### src/rtl/clkstate_pkg.sv
package clkstate_pkg;

    typedef enum logic [2:0] {
        CS_NORMAL   = 3'd0,
        CS_AUTOHALT = 3'd1,
        CS_QSTART   = 3'd2,
        CS_SNOOP    = 3'd3,
        CS_DSLEEP   = 3'd4
    } cstate_e;

endpackage

### src/rtl/clkstate_timer.sv
// Down-counter for exit and snoop-return latencies.
module clkstate_timer #(
    parameter int W = 8
) (
    input  logic         clk,
    input  logic         rst_n,
    input  logic         load,
    input  logic [W-1:0] load_val,
    output logic         busy,
    output logic         last
);

    logic [W-1:0] cnt;

    always_ff @(posedge clk) begin
        if (!rst_n) begin
            busy <= 1'b0;
            cnt  <= '0;
        end else if (load) begin
            busy <= 1'b1;
            cnt  <= load_val;
        end else if (busy) begin
            if (cnt == '0) busy <= 1'b0;
            else           cnt  <= cnt - 1'b1;
        end
    end

    assign last = busy && (cnt == '0);

endmodule

### src/rtl/clkstate_outdec.sv
// Output decode from the registered state.
module clkstate_outdec
    import clkstate_pkg::*;
(
    input  cstate_e state,
    input  logic    last,
    input  logic    snoop_req,
    output logic    core_clk_en,
    output logic    snoop_ack,
    output logic    tsc_en
);

    always_comb begin
        core_clk_en = 1'b0;
        snoop_ack   = 1'b0;
        tsc_en      = 1'b0;
        unique case (state)
            CS_NORMAL: begin
                core_clk_en = 1'b1;
                snoop_ack   = snoop_req;
                tsc_en      = 1'b1;
            end
            CS_AUTOHALT: begin
                core_clk_en = last;
                tsc_en      = 1'b1;
            end
            CS_QSTART:  core_clk_en = last;
            CS_SNOOP:   snoop_ack   = 1'b1;
            CS_DSLEEP:  ;
            default:    ;
        endcase
    end

endmodule

### src/rtl/clkstate_ctrl.sv
module clkstate_ctrl
    import clkstate_pkg::*;
#(
    parameter int CLK_MHZ       = 200,
    parameter int AH_EXIT_US    = 10,
    parameter int QS_EXIT_US    = 10,
    parameter int DS_EXIT_US    = 30,
    parameter int SNOOP_RET_CYC = 4
) (
    input  logic       clk,
    input  logic       rst_n,
    input  logic       halt_req,
    input  logic       wake_req,
    input  logic       stop_clk_n,
    input  logic       sleep_n,
    input  logic       snoop_req,
    input  logic       snoop_done,
    output logic [2:0] cur_state,
    output logic       core_clk_en,
    output logic       snoop_ack,
    output logic       tsc_en
);

    localparam int AH_CYC  = AH_EXIT_US * CLK_MHZ;
    localparam int QS_CYC  = QS_EXIT_US * CLK_MHZ;
    localparam int DS_CYC  = DS_EXIT_US * CLK_MHZ;
    localparam int MAX_A   = (AH_CYC > QS_CYC) ? AH_CYC : QS_CYC;
    localparam int MAX_B   = (DS_CYC > SNOOP_RET_CYC) ? DS_CYC : SNOOP_RET_CYC;
    localparam int MAX_CYC = (MAX_A > MAX_B) ? MAX_A : MAX_B;
    localparam int CNT_W   = $clog2(MAX_CYC + 1);

    localparam logic [CNT_W-1:0] AH_LD  = CNT_W'(AH_CYC - 1);
    localparam logic [CNT_W-1:0] QS_LD  = CNT_W'(QS_CYC - 1);
    localparam logic [CNT_W-1:0] DS_LD  = CNT_W'(DS_CYC - 1);
    localparam logic [CNT_W-1:0] RET_LD = CNT_W'(SNOOP_RET_CYC - 1);

    cstate_e          state, nxt_state, saved;
    logic             save_origin;
    logic             ld;
    logic [CNT_W-1:0] ld_val;
    logic             busy, last;

    // State register and snoop origin.
    always_ff @(posedge clk) begin
        if (!rst_n) begin
            state <= CS_NORMAL;
            saved <= CS_NORMAL;
        end else begin
            state <= nxt_state;
            if (save_origin) saved <= state;
        end
    end

    // Transition logic.
    always_comb begin
        nxt_state   = state;
        save_origin = 1'b0;
        ld          = 1'b0;
        ld_val      = '0;
        unique case (state)
            CS_NORMAL: begin
                if (!stop_clk_n)   nxt_state = CS_QSTART;
                else if (halt_req) nxt_state = CS_AUTOHALT;
            end
            CS_AUTOHALT: begin
                if (busy) begin
                    if (last) nxt_state = CS_NORMAL;
                end else if (snoop_req) begin
                    nxt_state   = CS_SNOOP;
                    save_origin = 1'b1;
                end else if (wake_req) begin
                    ld     = 1'b1;
                    ld_val = AH_LD;
                end
            end
            CS_QSTART: begin
                if (busy) begin
                    if (last) nxt_state = CS_NORMAL;
                end else if (snoop_req) begin
                    nxt_state   = CS_SNOOP;
                    save_origin = 1'b1;
                end else if (!sleep_n) begin
                    nxt_state = CS_DSLEEP;
                end else if (stop_clk_n) begin
                    ld     = 1'b1;
                    ld_val = QS_LD;
                end
            end
            CS_SNOOP: begin
                if (busy) begin
                    if (last) nxt_state = saved;
                end else if (snoop_done) begin
                    ld     = 1'b1;
                    ld_val = RET_LD;
                end
            end
            CS_DSLEEP: begin
                if (busy) begin
                    if (last) nxt_state = CS_QSTART;
                end else if (sleep_n) begin
                    ld     = 1'b1;
                    ld_val = DS_LD;
                end
            end
            default: nxt_state = CS_NORMAL;
        endcase
    end

    clkstate_timer #(.W(CNT_W)) u_timer (
        .clk      (clk),
        .rst_n    (rst_n),
        .load     (ld),
        .load_val (ld_val),
        .busy     (busy),
        .last     (last)
    );

    clkstate_outdec u_outdec (
        .state       (state),
        .last        (last),
        .snoop_req   (snoop_req),
        .core_clk_en (core_clk_en),
        .snoop_ack   (snoop_ack),
        .tsc_en      (tsc_en)
    );

    assign cur_state = state;

endmodule

### config.mk
export PLATFORM = sky130hd
export DESIGN_NAME = clkstate_ctrl
export DESIGN_NICKNAME = d
export VERILOG_FILES = /design/src/rtl/clkstate_pkg.sv /design/src/rtl/clkstate_timer.sv /design/src/rtl/clkstate_outdec.sv /design/src/rtl/clkstate_ctrl.sv
export SDC_FILE = /design/constraint.sdc
export NUM_CORES = 1
export LEC_CHECK = 0
export ABC_AREA = 1
export CAP_MARGIN = 20
export CORE_ASPECT_RATIO = 1.75
export CORE_UTILIZATION = 40
export DETAILED_ROUTE_END_ITERATION = 16
export DONT_BUFFER_PORTS = 1
export PLACE_DENSITY = 0.62
export SLEW_MARGIN = 20
export SYNTH_ARGS = -nofsm -noshare
export SYNTH_HDL_FRONTEND = slang
export SYNTH_SLANG_ARGS = --single-unit
### constraint.sdc
create_clock -name clk -period 1.5 [get_ports clk]
set_clock_uncertainty 0.05 [all_clocks]
set_input_delay 0.15 -clock clk [delete_from_list [all_inputs] [get_ports clk]]
set_output_delay 0.15 -clock clk [all_outputs]
set_load 0.01 [all_outputs]
# Word level (Yosys, flattened, before mapping)
# Index checks and enable logic that the tools add are counted.
[word_totals] regBits=20 latchBits=0 ram_bits=0 romBits=0 input_bits=8 out_inout_bits=6 word_cells=74 n_memories=0
[classes] n_addsub=1 multipliers=0 div_mod_pow=0 n_lt_le_gt_ge=0 eq_ne=12 shifts=0 n_mux=49 bitwise_logic=0 reduce_logical=8
[op_table] operator="11-bit two-way mux" n=7
[op_table] operator="13-bit two-way mux" n=5
[op_table] operator="13-bit one-hot mux with 4 select lines" n=1
[op_table] operator="3-bit two-way mux" n=12
[op_table] operator="1-bit two-way mux" n=18
[op_table] operator="3-bit one-hot mux with 5 select lines" n=1
[op_table] operator="13-bit zero test" n=1
[op_table] operator="13-bit by 1-bit subtractor with 13-bit output (second input constant)" n=1
[op_table] operator="2-bit inequality test (second input constant)" n=4
[op_table] operator="7-bit AND reduction" n=1
[op_table] operator="3-bit by 2-bit == test with 1-bit output (second input constant)" n=2
[op_table] operator="3-bit inequality test (second input constant)" n=2
[op_table] operator="2-bit two-way mux" n=2
[op_table] operator="4-bit inequality test (second input constant)" n=1
[op_table] operator="1-bit one-hot mux with 2 select lines" n=2
[op_table] operator="1-bit one-hot mux with 4 select lines" n=1
[op_table] operator="2-bit OR reduction" n=2
[op_table] operator="3-bit by 1-bit == test with 1-bit output (second input constant)" n=1
[op_table] operator="3-bit == test (second input constant)" n=1
[op_table] operator="3-bit zero test" n=1
[op_table] operator="2-bit by 1-bit inequality test with 1-bit output (second input constant)" n=1
[op_table] operator="2-bit AND reduction" n=1
[op_table] operator="2-bit nonzero test" n=1
[op_table] operator="1-bit logical AND" n=1

# Logic depth before layout (Yosys ltp)
# Gate-level depths: netlist (run 1).
[depth] depth_word=7 ltp_mapped=11 mapped_depth_nobuf=11

# Modules after synthesis
# A second synthesis (run 1) with hierarchy kept.
[hier_totals] cells_unflattened=265 area_unflattened_um2=1515.2
[modules_own_cells] module="clkstate_timer" instances=1 cells_each=169 area_per_inst_um2=996.0 seq_area_each_um2=280.3
[modules_own_cells] module="clkstate_ctrl" instances=1 cells_each=86 area_per_inst_um2=476.7 seq_area_each_um2=120.1
[modules_own_cells] module="clkstate_outdec" instances=1 cells_each=10 area_per_inst_um2=42.5 seq_area_each_um2=0.0

# Least setup slack after synthesis (run 1)
# No wires, ideal clock.
[synth_path] kind="reg2reg" start="reg state[2], in the netlist cur_state[2]" end="reg u_timer.cnt[4]" setup_time_ps=115 arrival_time_ps=1347 t_required_ps=1335 path_slack_ps=-12 stages_incl_launch_ff=11 path_buffers=1 synth_period_minus_slack_ps=1512 path_cell_list="dfxtp_1 nor2_2 nand2_2 inv_2 nand2_4 nand2_2 nor2_8 nand2_8 buf_8 a21oi_1 nor2_1"
[synth_between] elab_chain_cells=4 elab_cells_between_ends=10 cone_classes="5 x eq/ne; 3 x mux; 2 x reduce/logical"
[synth_lines] item="from (decl)" line="clkstate_ctrl.sv:37" source="cstate_e state, nxt_state, saved;"
[synth_lines] item="from (signal assigned)" line="clkstate_ctrl.sv:49" source="state <= nxt_state;"
[synth_lines] item="3-bit == test (tied with other cells)" line="clkstate_ctrl.sv:60" source="unique case (state)"
[synth_lines] item="1-bit one-hot mux with 4 select lines" line="clkstate_ctrl.sv:60"
[synth_lines] item="2-bit inequality test (no line) / 2-bit nonzero test (equally long branches)"
[synth_lines] item="2-bit AND reduction (no line)"
[synth_lines] item="to (signal assigned)" line="clkstate_timer.sv:21" source="cnt <= load_val;"
[synth_lines] item="to (signal assigned)" line="clkstate_timer.sv:24" source="else cnt <= cnt - 1'b1;"
[synth_lines] item="to (decl)" line="clkstate_timer.sv:13" source="logic [W-1:0] cnt;"
# Several ways; a longest one is shown, not always the timed one.
# A chain may end at the register's enable or synchronous reset.

# Worst setup path in the final report (run 1)
[layout_path] start="reg u_timer.cnt[0]" end="reg u_timer.cnt[0]"
[layout_between] elab_chain_cells=4 elab_cells_between_ends=7 cone_classes="1 x add/sub; 1 x eq/ne; 3 x mux; 2 x reduce/logical"
[layout_lines] item="13-bit by 1-bit subtractor with 13-bit output" line="clkstate_timer.sv:24"
[layout_lines] item="13-bit two-way mux" line="clkstate_timer.sv:23" source="if (cnt == '0) busy <= 1'b0;"
[layout_lines] item="13-bit two-way mux" line="clkstate_timer.sv:22" source="end else if (busy) begin"
[layout_lines] item="13-bit two-way mux" line="clkstate_timer.sv:19" source="end else if (load) begin"
# Several ways; a longest one is shown, not always the timed one. The select of a mux whose other input is x is not followed.

==> metrics.yaml, run 1 <==
pwr:
  p_comb_frac: 0.755
  clockPowerShare: 0.077
  netSwitchingPower_w: 0.00276
  power_density_mw_per_mm2: 2530
  ir_drop_mv: 1.55
  p_leak_nw: 1.10
  p_seq_frac: 0.168
  intPower_w: 0.00267
  switching_share: 0.508
layout:
  num-fill-cells: 312
  final_cells: 326
  multi_input_area_mm2: 0.00113
  final_nets: 292
  layout_common_cells: "55 x nand2_1, 37 x buf_4, 32 x nor2_1, 19 x inv_1, 12 x nand3_1"
  design_area_mm2: 0.00214
  ff_latch_area_um2: 419
  area_growth_pct: 49.1
  final_common_cell: "nand2_1"
  diodes: 0
  layout-drive-gt1-share: 0.441
logic_synthesis:
  seq_area_frac_synth: 0.279
  syn_area_mm2: 0.00144
  synth_seq_cells: 20
  syn_avg_cell_area_um2: 6.12
  ys_warn_count: 0
  syn_inst: 235
  synthesis.nets: 245
  synth_cell_type_count: 30
routing:
  viasPerCell: 5.26
  drtAntennaViolNets: 0
  drc: 0
  post_drt_wl_per_cell_um: 14.9
  vias: 1715
  drtIter0Drc: 61
  drt-total-wl_mm: 4.86
  drtPass1Iterations: 4
placed_design:
  gp_congestion: 0.882
  placed_cells: 315
  hpwlAfterDp_mm: 3.31
  port_buffers: 0
  placed_cell_area_mm2: 0.00175
grt:
  overflow: 0
  grt_usage: 0.251
  grt_start_max_net_pins: 15
  grt_pass1_vias: 1591
  antenna_found_initial: 0
  grt_pass1_wl_mm: 6.79
min_path:
  hp-class: "primary input to register"
floorplan:
  die-width_um: 47.3
  io_pins: 14
  die_h_um: 81.3
  core_mm2: 0.00340
  initial_core_util: 0.423
  fp-row-count: 28
  die_area_mm2: 0.00385
clocking:
  cts.sinks: 20
  h-tree-depth: 1
  clk_pin_slew_ns: 0.07
  root_buffer: "clkbuf_8"
  insertion_delay_ns: 0.26
  cts_tree: "done"
  cts_buffer_depth: 2
  cts_buffers: 3
timing:
  setup_violations: 11
  period_needed_ns: 1.55
  relSlewSlack: 0.678
  worst_slew_pin_slew_ns: 0.481
  hold_viol: 0
  drv_slew: 0
  fmax_mhz: 647
  fin_crit_sh: 1.03
  grt_setup_unrepaired: "yes"
  timing.final.ws_setup_ns: -0.0450
critical_path:
  cp_num_buf_inv: 2
  critPathKind: "register to register"
  crit_required_ns: 1.62
  cp_slowest_cell: "dfxtp_2"
  path_cells: "inv_4 -> ha_4 -> nand2_1 -> nor2_2 -> nand2_2 -> nand2_4 -> buf_6 -> xor2_2 -> a21oi_2"
  startpoint_type: "register"
  max_stage_delay_ns: 0.36
  arrival_ns: 1.67
  cp_top_family: "flip-flops"
  cp_max_fo: 5
  end_kind: "register"
run_status:
  violations: "setup timing"
  outcome: "finished, violations left"
run:
  cap_violations: 0
-- registers in the layout, summed over array words and instances, names as in the netlist --
register / flops
cur_state: 3
saved: 3
u_timer.busy: 1
u_timer.cnt: 13
-- worst paths after layout --
check | slack, ns | end | cells past startpoint | start
worst max-delay path | -0.05 | u_timer.cnt[0] | 9 | u_timer.cnt[0]
worst min-delay path | 0.1 | saved[0] | 2 | snoop_req
worst max register to register | -0.05 | u_timer.cnt[0] | 9 | u_timer.cnt[0]
worst min register to register | 0.39 | saved[2] | 2 | saved[2]
-- through the flow --
stage | TNS (ns) | util | hold slack (ns) | worst slack (ns) | total power [W]
final | -0.189 | 0.631 | 0.0959 | -0.0450 | 0.00543
after global routing | -1.33 | 0.631 | 0.123 | -0.145 | 0.00590
after CTS | -0.00886 | 0.565 | 0.0956 | -0.00886 | 0.00470
after detailed placement | -0.640 | 0.516 | 0.209 | -0.104 | 0.00401
after global placement | -0.555 | 0.516 | 0.212 | -0.0975 | 0.00401
after floorplan | 0 | - | 0.295 | 0.00386 | 0.00291
-- power by group through the flow --
stage / Clock, W / Sequential [W] / Combinational [W]
2_1_floorplan: 0 / 0.000873 / 0.00203
3_3_place_gp: 0 / 0.000844 / 0.00317
3_5_place_dp: 0 / 0.000846 / 0.00316
4_1_cts: 0.000429 / 0.000869 / 0.00340
5_1_grt: 0.000451 / 0.000931 / 0.00452
6_report: 0.000420 / 0.000912 / 0.00410
-- synthesized netlist by cell type --
| cell type | count | area (µm²) |
|---|---|---|
| a211oi_1 | 1 | 7.51 |
| a21oi_1 | 10 | 50.1 |
| a21oi_2 | 1 | 8.76 |
| buf_1 | 1 | 3.75 |
| buf_4 | 1 | 7.51 |
| buf_8 | 1 | 15.0 |
| clkinv_1 | 1 | 3.75 |
| dfxtp_1 | 20 | 400 |
| ha_1 | 2 | 25.0 |
| inv_1 | 24 | 90.1 |
| inv_2 | 6 | 22.5 |
| nand2_1 | 62 | 233 |
| nand2_2 | 4 | 25.0 |
| nand2_4 | 2 | 22.5 |
| nand2_8 | 1 | 20.0 |
| nand3_1 | 15 | 75.1 |
| nand3_4 | 1 | 17.5 |
| nand3b_1 | 1 | 7.51 |
| nand4_1 | 1 | 6.26 |
| nand4_2 | 2 | 25.0 |
| nor2_1 | 49 | 184 |
| nor2_2 | 3 | 18.8 |
| nor2_8 | 1 | 20.0 |
| nor3_1 | 2 | 10.0 |
| o211ai_1 | 1 | 7.51 |
| o21ai_0 | 7 | 35.0 |
| o21ai_1 | 9 | 45.0 |
| o21bai_1 | 1 | 7.51 |
| xnor2_1 | 1 | 8.76 |
| xor2_1 | 4 | 35.0 |
-- logic make-up (layout without fill, tap and decap cells) --
logic type | Yosys count | count (layout) | share of synthesized area
compound gates | 30 | 30 | 0.112
xor+xnor | 5 | 5 | 0.0305
fa+ha+maj | 2 | 2 | 0.0174
buf+inv | 34 | 79 | 0.0992
flops | 20 | 20 | 0.279
simple gates | 144 | 145 | 0.462
-- worst register-to-register path, delay by kind of cell (launching register included) --
| kind | cells | cell delay [ns] |
|---|---|---|
| AOI/OAI and AO/OA | 1 | 0.17 |
| xor gates and xnor gates | 1 | 0.18 |
| adders and majority gates | 1 | 0.16 |
| buffers and inverters | 2 | 0.21 |
| DFF | 1 | 0.36 |
| and+or+nand+nor | 4 | 0.35 |
-- timing repair --
item                                    CTS  global route
gates cloned                              0             1
hold buffers                              1             0
hold endpoints to repair                 10             0
pin swaps                                10            21
resized for setup                        30            58
endpoints found under the setup margin   17            19
buffers inserted                          4             2
-- layer usage --
metal	share of wire	vias to the layer above	GRT usage
li1	-	828	-
met1	0.35	809	0.222
met2	0.55	56	0.467
met3	0.034	22	0.0444
met4	0.065	0	0.169
met5	0	-	0
-- layout make-up --
type	count	share of cell area
multi-input cells	182	0.525
flip-flops and latches	20	0.196
repair buffers	44	0.166
inverters	31	0.0613
well taps	45	0.0263
clock buffers	4	0.0257
Power figures use the tool's default switching activity.
==> run 2, diff against run 1 <==
Settings changed: SYNTH_HIERARCHICAL set to 1.
==> metrics.yaml, run 2 <==
run_status:
  outcome: "finished, violations left"
  violations: "setup timing"
floorplan:
  core_mm2: 0.00363
  die_h_um: 83.4
  fp-row-count: 29
  io_pins: 14
  initial_core_util: 0.418
  die_area_mm2: 0.00405
  die-width_um: 48.5
timing:
  timing.final.ws_setup_ns: -0.195
  fmax_mhz: 590
  setup_violations: 18
  period_needed_ns: 1.69
  hold_viol: 0
  fin_hold_ws_ns: 0.0141
  fin_crit_sh: 1.13
  grt_setup_unrepaired: "yes"
  drv_slew: 0
clocking:
  cts_buffer_depth: 2
  clk_pin_slew_ns: 0.08
  root_buffer: "clkbuf_8"
  h-tree-depth: 1
  cts_tree: "done"
  cts_buffers: 3
  insertion_delay_ns: 0.27
  cts.sinks: 20
run:
  cap_violations: 0
critical_path:
  arrival_ns: 1.49
  cp_slowest_cell: "dfxtp_2"
  cp_common_cell: "nor2_4"
  startpoint_type: "register"
  path_depth: 7
  end_kind: "output pin"
  cp_top_family: "simple AND/OR/NAND/NOR gates"
  crit_required_ns: 1.30
  critPathKind: "register to output pin"
  max_stage_delay_ns: 0.33
  r2r_cells: 11
  cp_max_fo: 6
  cp_num_buf_inv: 2
  path_cells: "inv_2 -> ha_4 -> nand4_1 -> nor4_2 -> buf_4 -> nor2_4 -> nor2_4"
grt:
  grt_pass1_vias: 1988
  met2_usage: 0.545
  overflow: 0
  top_usage_layer: "met2"
  antenna_found_initial: 0
  grt_start_max_net_pins: 12
  met1_usage: 0.222
  grt_usage: 0.263
  grt_pass1_wl_mm: 8.25
  grt_util_met3: 0.0201
placed_design:
  hpwlAfterDp_mm: 3.48
  gp_congestion: 0.820
  place_ws_ns: -0.187
  placed_cells: 351
  port_buffers: 0
logic_synthesis:
  synth_seq_cells: 20
  yosys.area.top_type: "dfxtp_1"
  seq_area_frac_synth: 0.264
  synth_flop_cell: "dfxtp_1"
  synth_cell_type_count: 27
  synth_common_cells: "85 x nand2_1, 36 x inv_1, 36 x nor2_1, 21 x nand3_1, 20 x dfxtp_1"
  synth_top_area_frac: 0.264
  ys_warn_count: 6
  synth_area_leaders: "dfxtp_1 26%, nand2_1 21%, inv_1 8.9%, nor2_1 8.9%, nand3_1 6.9%"
  synth_edf_count: 0
  syn_avg_cell_area_um2: 5.72
  syn_area_mm2: 0.00152
  yosysMostFrequentCell: "nand2_1"
  syn_inst: 265
  synthArstFlopShare: 0
routing:
  drtIter0Drc: 53
  drtAntennaViolNets: 0
  post_drt_wl_per_cell_um: 13.6
  drt-total-wl_mm: 5.05
  drtPass1Iterations: 4
  vias: 1879
  drc: 0
  viasPerCell: 5.05
layout:
  regMostFlops: "u_timer/cnt"
  final_cells: 372
  layout_common_cells: "73 x nand2_1, 50 x buf_4, 28 x inv_1, 19 x nor2_1, 18 x nand3_1"
  layout-drive-gt1-share: 0.429
  final_common_cell: "nand2_1"
  utilization: 0.647
  final_nets: 337
  largest_reg_flops: 13
  area_growth_pct: 55.0
  diodes: 0
  num-fill-cells: 350
pwr:
  ir_drop_mv: 1.32
  power_density_mw_per_mm2: 2410
  p_leak_nw: 1.14
  power_w: 0.00566
min_path:
  hp-class: "primary input to register"
  holdPathStages: 2
run 2: changes by cell type after synthesis, sizes merged, moves of 2 or more:
cell    change
nor3        +6
nor2        -7
nand2      +19
inv         +7
buf         -2
nand3       +8
clkbuf      +2
xor2        -2
o21ai       -3
run 2: cell families (layout without fill, tap and decap cells):
logic type / after synthesis / after routing / share of synthesized area
compound gates: 28 / 28 / 0.0983
fa+ha+maj: 2 / 2 / 0.0165
xor+xnor: 2 / 2 / 0.0116
buf+inv: 41 / 100 / 0.107
flops: 20 / 20 / 0.264
other cells: 1 / 2 / 0.00247
simple gates: 171 / 172 / 0.500
run 2: area by class of cell:
type                       count  area (µm²)  share of cell area
tap                           46        57.6              0.0245
sequential                    20         419               0.178
inverter                      38         148              0.0629
multi-input combinational    206        1210               0.516
timing repair buffer          58         468               0.199
clock inverter                 1        3.75             0.00160
clock buffer                   3        41.3              0.0176
run 2: worst reg2reg max path: stages (launching register included):
cell     delay [ns]
dfxtp_4        0.39
nor2_4         0.12
nand2_2        0.10
nor3_4         0.17
inv_2          0.08
nand3_4        0.10
inv_6          0.06
buf_6          0.13
nand3_4        0.16
nor2_1         0.06
nor2_1         0.09
nor2_1         0.04
run 2: metal layers:
layer / vias up / part of all wire
met5: - / 0
li1: 955 / -
met3: 14 / 0.019
met4: 0 / 0.032
met1: 871 / 0.35
met2: 39 / 0.60
run 2: power breakdown:
part           total (W)  internal [W]  switching, W
registers       0.000869      0.000701      0.000168
logic            0.00441       0.00189       0.00252
clock network   0.000382      0.000183      0.000199
run 2: worst paths after layout:
kind	from	endpoint	slack, ns
setup / recovery	u_timer/cnt[0]	core_clk_en	-0.19
setup reg to reg	cur_state[0]	u_timer/cnt[11]	-0.17
hold / removal	rst_n	u_timer/cnt[4]	0.01
hold reg to reg	saved[1]	saved[1]	0.42
run 2: repair_timing:
action	in CTS	in global routing
setup endpoints to repair	18	18
hold endpoints to repair	4	0
cloned	2	0
hold buffers	1	0
pin swaps	29	16
buffers inserted	14	2
gates resized for setup	39	41
run 2: stage by stage:
step | setup TNS, ns | instance area (µm²)
5_1_grt | -3.75 | 2350
6_report | -2.12 | 2350
3_3_place_gp | -1.91 | 1920
3_5_place_dp | -2.24 | 1920
2_1_floorplan | -1.81 | 1580
4_1_cts | -2.05 | 2210
==> run 3, diff against run 2 <==
Settings changed: SKIP_CTS_REPAIR_TIMING set to 1.
==> metrics.yaml, run 3 (synthesis results as in run 2) <==
run_status:
  outcome: "finished, violations left"
  violations: "hold timing, setup timing"
grt:
  grt_usage: 0.232
  grt_start_max_net_pins: 15
  overflow: 0
  antenna_found_initial: 0
  grt_pass1_wl_mm: 7.28
  grt_pass1_vias: 1772
timing:
  fin_crit_sh: 1.19
  fmax_mhz: 562
  timing.final.ws_setup_ns: -0.280
  hold_viol: 4
  grt_setup_unrepaired: "yes"
  setup_violations: 18
  fin_hold_ws_ns: -0.0604
  period_needed_ns: 1.78
  drv_slew: 0
routing:
  post_drt_wl_per_cell_um: 12.5
  viasPerCell: 4.89
  drt-met1-wl_mm: 1.66
  drc: 0
  top_layer: "met4"
  drtIter0Drc: 55
  vias: 1784
  met3_length_um: 75
  drtAntennaViolNets: 0
  wl_met2_mm: 2.66
  drtPass1Iterations: 4
  drt-total-wl_mm: 4.55
critical_path:
  reg2reg_from: "u_timer/cnt[1]"
  r2r_slack_ns: -0.22
  r2r-end: "cur_state[0]"
  crit_required_ns: 1.30
  r2r_cells: 9
  cp_max_fo: 6
  end_kind: "output pin"
  worstSetupStartpoint: "u_timer/cnt[1]"
  startpoint_type: "register"
  cp-endpoint: "core_clk_en"
  arrival_ns: 1.58
  critPathKind: "register to output pin"
layout:
  layout-drive-gt1-share: 0.364
  final_common_cell: "nand2_1"
  regMostFlops: "u_timer/cnt"
  largest_reg_flops: 13
  area_growth_pct: 46.2
  diodes: 0
  final_nets: 330
  num-fill-cells: 376
  ff_latch_area_um2: 418
  multi_input_area_mm2: 0.00113
  layout_common_cells: "75 x nand2_1, 47 x buf_4, 30 x inv_1, 25 x nor2_1, 20 x nand3_1"
floorplan:
  core_mm2: 0.00363
  fp-row-count: 29
  io_pins: 14
  die-width_um: 48.5
  die_h_um: 83.4
  die_area_mm2: 0.00405
  initial_core_util: 0.418
clocking:
  cts_tree: "done"
  clk_pin_slew_ns: 0.08
  cts_buffers: 3
  root_buffer: "clkbuf_8"
  h-tree-depth: 1
  cts.sinks: 20
  insertion_delay_ns: 0.26
  cts_buffer_depth: 2
placed_design:
  port_buffers: 0
  hpwlAfterDp_mm: 3.48
  gp_congestion: 0.820
min_path:
  hp-start: "rst_n"
  hp-class: "primary input to register"
pwr:
  p_leak_nw: 1.08
  ir_drop_mv: 1.27
  power_w: 0.00534
  power_density_mw_per_mm2: 2410
run:
  cap_violations: 0
[run 3: worst max-delay path: stages, from the launching register on]
cell and delay, ns:
dfxtp_2 0.33, inv_2 0.07, ha_4 0.13, nand4_1 0.10
nor4_2 0.29, buf_4 0.22, nor2_4 0.04, nor2_4 0.12
[run 3: power by group]
part	internal (W)	leakage (nW)	total, W	switching (W)
Clock	0.000183	0.0231	0.000379	0.000196
Combinational	0.00175	0.893	0.00408	0.00234
Sequential	0.000701	0.166	0.000878	0.000177
[run 3: per-layer routing]
metal,up-vias,track usage
met3,12,0.0201
met1,796,0.197
met5,-,0
met2,32,0.493
met4,0,0.126
li1,944,-
[run 3: area by class of cell]
type / count / area share
clock buffer: 3 / 0.0186
clock inverter: 1 / 0.00169
inverter: 38 / 0.0667
multi-input combinational: 205 / 0.510
sequential: 20 / 0.189
tap: 46 / 0.0260
timing repair buffer: 52 / 0.188
[run 3: how the worst min path moves through the flow]
stage / slack, ns / to / depth (start not counted)
final: -0.06 / u_timer/cnt[1] / 2
after global routing: -0.07 / u_timer/cnt[8] / 2
after global placement: 0.21 / u_timer/cnt[8] / 2
after detailed placement: 0.22 / u_timer/cnt[8] / 2
after floorplan: 0.20 / u_timer/cnt[8] / 2
after CTS: -0.06 / u_timer/cnt[8] / 2
[run 3: stage by stage]
step                TNS, ns  instance area, µm²  instances  utilization  setup WS, ns
detailed placement    -2.24                1920        351        0.530        -0.187
global route          -4.78                2210        365        0.610        -0.357
global placement      -1.91                1920        351        0.530        -0.150
floorplan             -1.81                1580        266            -        -0.140
finish                -2.80                2210        365        0.610        -0.280
CTS                   -2.89                1970        355        0.543        -0.272
